`src/rtl/fcmp_pkg.sv`:
```
package fcmp_pkg;
    localparam int DATA_W    = 64;
    localparam int MAG_W     = DATA_W - 1;
    localparam int SP_W      = 32;
    localparam int SP_EXP_W  = 8;
    localparam int SP_FRAC_W = 23;
    localparam int DP_EXP_W  = 11;
    localparam int DP_FRAC_W = 52;
    localparam int CODE_W    = 3;
    localparam int STAT_W    = 4;
    localparam int FLAG_POS  = 1;   // bit 29 inside status bits 31:28

    typedef struct packed {
        logic             sign;
        logic [MAG_W-1:0] mag;
        logic             nan;
        logic             snan;
        logic             zero;
    } opclass_t;

    typedef struct packed {
        logic lt;
        logic eq;
        logic gt;
        logic un;
    } rel_t;

    typedef struct packed {
        logic we;
        logic flag;
        logic inval;
    } state_t;
endpackage

```
`src/rtl/fcmp_classify.sv`:
```
module fcmp_classify
    import fcmp_pkg::*;
(
    input  logic              dbl_sel,
    input  logic [DATA_W-1:0] op,
    output opclass_t          cls
);
    logic [SP_EXP_W-1:0]  sp_exp;
    logic [SP_FRAC_W-1:0] sp_frac;
    logic [DP_EXP_W-1:0]  dp_exp;
    logic [DP_FRAC_W-1:0] dp_frac;
    logic                 exp_ones;
    logic                 frac_nz;
    logic                 quiet;

    assign sp_exp  = op[SP_W-2 -: SP_EXP_W];
    assign sp_frac = op[SP_FRAC_W-1:0];
    assign dp_exp  = op[DATA_W-2 -: DP_EXP_W];
    assign dp_frac = op[DP_FRAC_W-1:0];

    always_comb begin
        cls = '0;
        if (dbl_sel) begin
            cls.sign = op[DATA_W-1];
            cls.mag  = op[MAG_W-1:0];
            exp_ones = &dp_exp;
            frac_nz  = |dp_frac;
            quiet    = dp_frac[DP_FRAC_W-1];
        end else begin
            cls.sign = op[SP_W-1];
            cls.mag  = {{(DATA_W-SP_W){1'b0}}, op[SP_W-2:0]};
            exp_ones = &sp_exp;
            frac_nz  = |sp_frac;
            quiet    = sp_frac[SP_FRAC_W-1];
        end
        cls.nan  = exp_ones & frac_nz;
        cls.snan = cls.nan & ~quiet;
        cls.zero = (cls.mag == '0);
    end
endmodule

```
`src/rtl/fcmp_relate.sv`:
```
module fcmp_relate
    import fcmp_pkg::*;
(
    input  opclass_t a,
    input  opclass_t b,
    output rel_t     rel
);
    logic mag_lt;
    logic mag_eq;

    assign mag_lt = (a.mag < b.mag);
    assign mag_eq = (a.mag == b.mag);

    always_comb begin
        rel = '0;
        if (a.nan || b.nan) begin
            rel.un = 1'b1;
        end else if ((a.zero && b.zero) || ((a.sign == b.sign) && mag_eq)) begin
            rel.eq = 1'b1;
        end else if (a.sign != b.sign) begin
            rel.lt = a.sign;
            rel.gt = b.sign;
        end else if (a.sign) begin
            rel.lt = ~mag_lt;
            rel.gt = mag_lt;
        end else begin
            rel.lt = mag_lt;
            rel.gt = ~mag_lt;
        end
    end
endmodule

```
`src/rtl/fcmp_pred_sel.sv`:
```
module fcmp_pred_sel
    import fcmp_pkg::*;
(
    input  rel_t              rel,
    input  logic [CODE_W-1:0] code,
    output logic              hit
);
    // code bit 0 admits unordered, bit 1 admits equal, bit 2 admits less
    assign hit = (code[0] & rel.un) | (code[1] & rel.eq) | (code[2] & rel.lt);
endmodule

```
`src/rtl/fcmp_pred_unit.sv`:
```
module fcmp_pred_unit
    import fcmp_pkg::*;
#(
    parameter int COND_W = 8
) (
    input  logic              clk,
    input  logic              rst_n,
    input  logic              in_valid,
    input  logic              dbl_sel,
    input  logic [COND_W-1:0] cond,
    input  logic [DATA_W-1:0] op_a,
    input  logic [DATA_W-1:0] op_b,
    output logic              stat_we,
    output logic              cmp_flag,
    output logic              inval_flag,
    output logic [STAT_W-1:0] stat_hi
);
    localparam int NUM_OPS = 2;

    logic [NUM_OPS-1:0][DATA_W-1:0] ops;
    opclass_t                       cls [NUM_OPS];
    rel_t                           rel;
    logic                           hit;
    logic                           unused_cond_hi;
    state_t                         st_d;
    state_t                         st_q;

    assign ops            = {op_b, op_a};
    assign unused_cond_hi = ^cond[COND_W-1:CODE_W];

    for (genvar g = 0; g < NUM_OPS; g++) begin : g_cls
        fcmp_classify u_cls (
            .dbl_sel (dbl_sel),
            .op      (ops[g]),
            .cls     (cls[g])
        );
    end

    fcmp_relate u_rel (
        .a   (cls[0]),
        .b   (cls[1]),
        .rel (rel)
    );

    fcmp_pred_sel u_sel (
        .rel  (rel),
        .code (cond[CODE_W-1:0]),
        .hit  (hit)
    );

    always_comb begin
        st_d       = st_q;
        st_d.we    = in_valid;
        st_d.inval = in_valid & (cls[0].snan | cls[1].snan);
        if (in_valid) begin
            st_d.flag = hit;
        end
    end

    always_ff @(posedge clk) begin
        if (!rst_n) begin
            st_q <= '0;
        end else begin
            st_q <= st_d;
        end
    end

    always_comb begin
        stat_hi           = '0;
        stat_hi[FLAG_POS] = st_q.flag;
    end

    assign stat_we    = st_q.we;
    assign cmp_flag   = st_q.flag;
    assign inval_flag = st_q.inval;
endmodule

```
`config.mk`:
```
export PLATFORM = sky130hd
export DESIGN_NAME = fcmp_pred_unit
export DESIGN_NICKNAME = d
export VERILOG_FILES = /design/src/rtl/fcmp_pkg.sv /design/src/rtl/fcmp_classify.sv /design/src/rtl/fcmp_relate.sv /design/src/rtl/fcmp_pred_sel.sv /design/src/rtl/fcmp_pred_unit.sv
export SDC_FILE = /design/constraint.sdc
export NUM_CORES = 1
export LEC_CHECK = 0
export BUFFER_PORTS_ARGS = -buffer_cell sky130_fd_sc_hd__clkbuf_2
export CAP_MARGIN = 40
export CORE_ASPECT_RATIO = 0.5
export CORE_UTILIZATION = 53
export CTS_CLUSTER_DIAMETER = 200
export DETAILED_ROUTE_END_ITERATION = 8
export HOLD_SLACK_MARGIN = 0.02
export MAX_ROUTING_LAYER = met4
export PLACE_DENSITY = 0.89
export SLEW_MARGIN = 40
export SYNTH_ARGS = -nofsm -noshare
export SYNTH_HDL_FRONTEND = slang
export SYNTH_HIERARCHICAL = 1
export SYNTH_SLANG_ARGS = --single-unit
```
`constraint.sdc`:
```
create_clock -name clk -period 4.65 [get_ports clk]
set_input_delay 0.6975 -clock clk [delete_from_list [all_inputs] [get_ports clk]]
set_output_delay 0.6975 -clock clk [all_outputs]
set_load 0.05 [all_outputs]
```
==> out/results.ini <==
[outcome]
status=complete, no violations

[critical_path]
start_kind=input pin
reg2reg_slack_ns=4.04
r2r_start=cmp_flag
endpoint_kind=register
crit_arrival_ns=3.65
criticalPathCategory=input pin to register
worstPathRequired_ns=4.76
path_max_fanout=64
reg2reg_depth=2
r2r_end=cmp_flag

[global_route]
antenna_found_initial=0
grt_overflow=0
grt_pass1_wl_um=13300
grt_pass1_vias=3062
grt_max_degree=65
track_usage=0.261

[cts]
clk_latency_ns=0.23
cts-buffers-inserted=3
clock_sinks=3
post-cts-setup-buffer-count=0
cts_resized=0
ctsHtreeMaxLevel=1
cts_hold_buf=0
cts_tree=done
clk_path_buf_depth=2
cts_root_buffer=clkbuf_16
clkTransAtPathRegs_ns=0.03

[placement]
dp_hpwl_um=7230
dpl_cell_area_mm2=0.00351
dp_slack_ns=0.869
port_buffers=138
gp_congestion=0.874

[detailed_routing]
remaining_drc_errors=0
vias=3290
viasPerCell=5.45
drt_iter0_drc=214
wl_um=8050
wl_per_cell_um=13.3
drt_first_pass_iters=4
detail-route-antenna-nets=0

[timing]
rsz0062_at_grt=no
setup_viol=0
fin_tns_setup_ns=0
clock_skew_ns=0
period_minus_slack_ns=3.54
drv_slew=0
finalCritPeriodShare=0.760
max-slew-margin-rel=0.513
fmax_mhz=283
worstMarginPinSlew_ns=0.731
setup_slack_ns=1.11
hold_viol=0

[final_layout]
layout_commonest_cell=clkbuf_2
drive_gt1_frac=0.303
mostFrequentLayoutCells=137 x clkbuf_2, 66 x inv_1, 64 x and2_1, 63 x ha_1, 25 x a21oi_1
area_delta_synth_final_pct=10.3
final_area_mm2=0.00359
nets=735
diodes=0

[floorplan]
initial_core_util=0.571
core_area_mm2=0.00571
ios=147
rows=19
die_h_um=57.4
dieArea_mm2=0.00648
die_w_um=113

[min_path]
hold_end=cmp_flag
min_from=cmp_flag
hp-class=register to register
holdPathStages=2

[job]
max_cap_viol_count=0

[power_and_ir_drop]
leakagePower_nw=1.88
ir_drop_v=0.0000976
powerDensity_mw_per_mm2=123

[logic_synthesis]
ys_warn_count=6
avgSynthCellArea_um2=7.08
synthesis.area_mm2=0.00326
synth_cells=460

per-stage QoR:
step	power [W]	util	hold slack, ns	instances
global placement	0.000292	0.616	0.523	600
global route	0.000480	0.629	0.579	604
finish	0.000441	0.629	0.550	604
detailed placement	0.000299	0.616	0.559	600
floorplan	0.000228	-	0.755	462
CTS	0.000439	0.629	0.557	604
how the worst max path moves through the flow:
stage / from / end / slack, ns / depth (start not counted)
after floorplan: dbl_sel / cmp_flag / 1.57 / 16
after global placement: dbl_sel / cmp_flag / 0.91 / 15
after detailed placement: dbl_sel / cmp_flag / 0.87 / 15
after CTS: dbl_sel / cmp_flag / 1.10 / 15
after global routing: dbl_sel / cmp_flag / 0.82 / 15
final: dbl_sel / cmp_flag / 1.11 / 15
registers in the layout, indices dropped and copies added, names as in the netlist:
register	flops
cmp_flag	1
inval_flag	1
stat_we	1
worst max-delay path, cell delays in order:
cell	delay, ns
buf_2	0.56
and2_1	0.22
inv_1	0.05
ha_1	0.30
nand4_2	0.16
nor4_2	0.43
nand3_1	0.16
nor4_1	0.29
a21oi_1	0.11
nand2b_2	0.09
a21oi_1	0.04
a222oi_1	0.26
inv_1	0.07
mux2i_1	0.13
nor2b_1	0.06
area by class of cell:
type | instances | area (um2)
fillers | 512 | 2110
clock buffers | 4 | 78.8
well taps | 73 | 91.3
inverters | 66 | 248
multi-input cells | 319 | 2410
repair buffers | 139 | 698
flip-flops and latches | 3 | 60.1
report_power, final:
| group | total (W) | switching [W] | internal (W) |
|---|---|---|---|
| Sequential | 0.0000274 | 0.000000485 | 0.0000269 |
| Clock | 0.000138 | 0.0000250 | 0.000113 |
| Combinational | 0.000276 | 0.000149 | 0.000127 |
layer usage:
metal | wire, um | track usage | vias up
li1 | - | - | 1696
met1 | 3810 | 0.340 | 1448
met2 | 3620 | 0.438 | 134
met3 | 534 | 0.0351 | 12
met4 | 81 | 0.0476 | 0
met5 | 0 | - | -
Note: power is estimated with default switching activity, not from simulation.
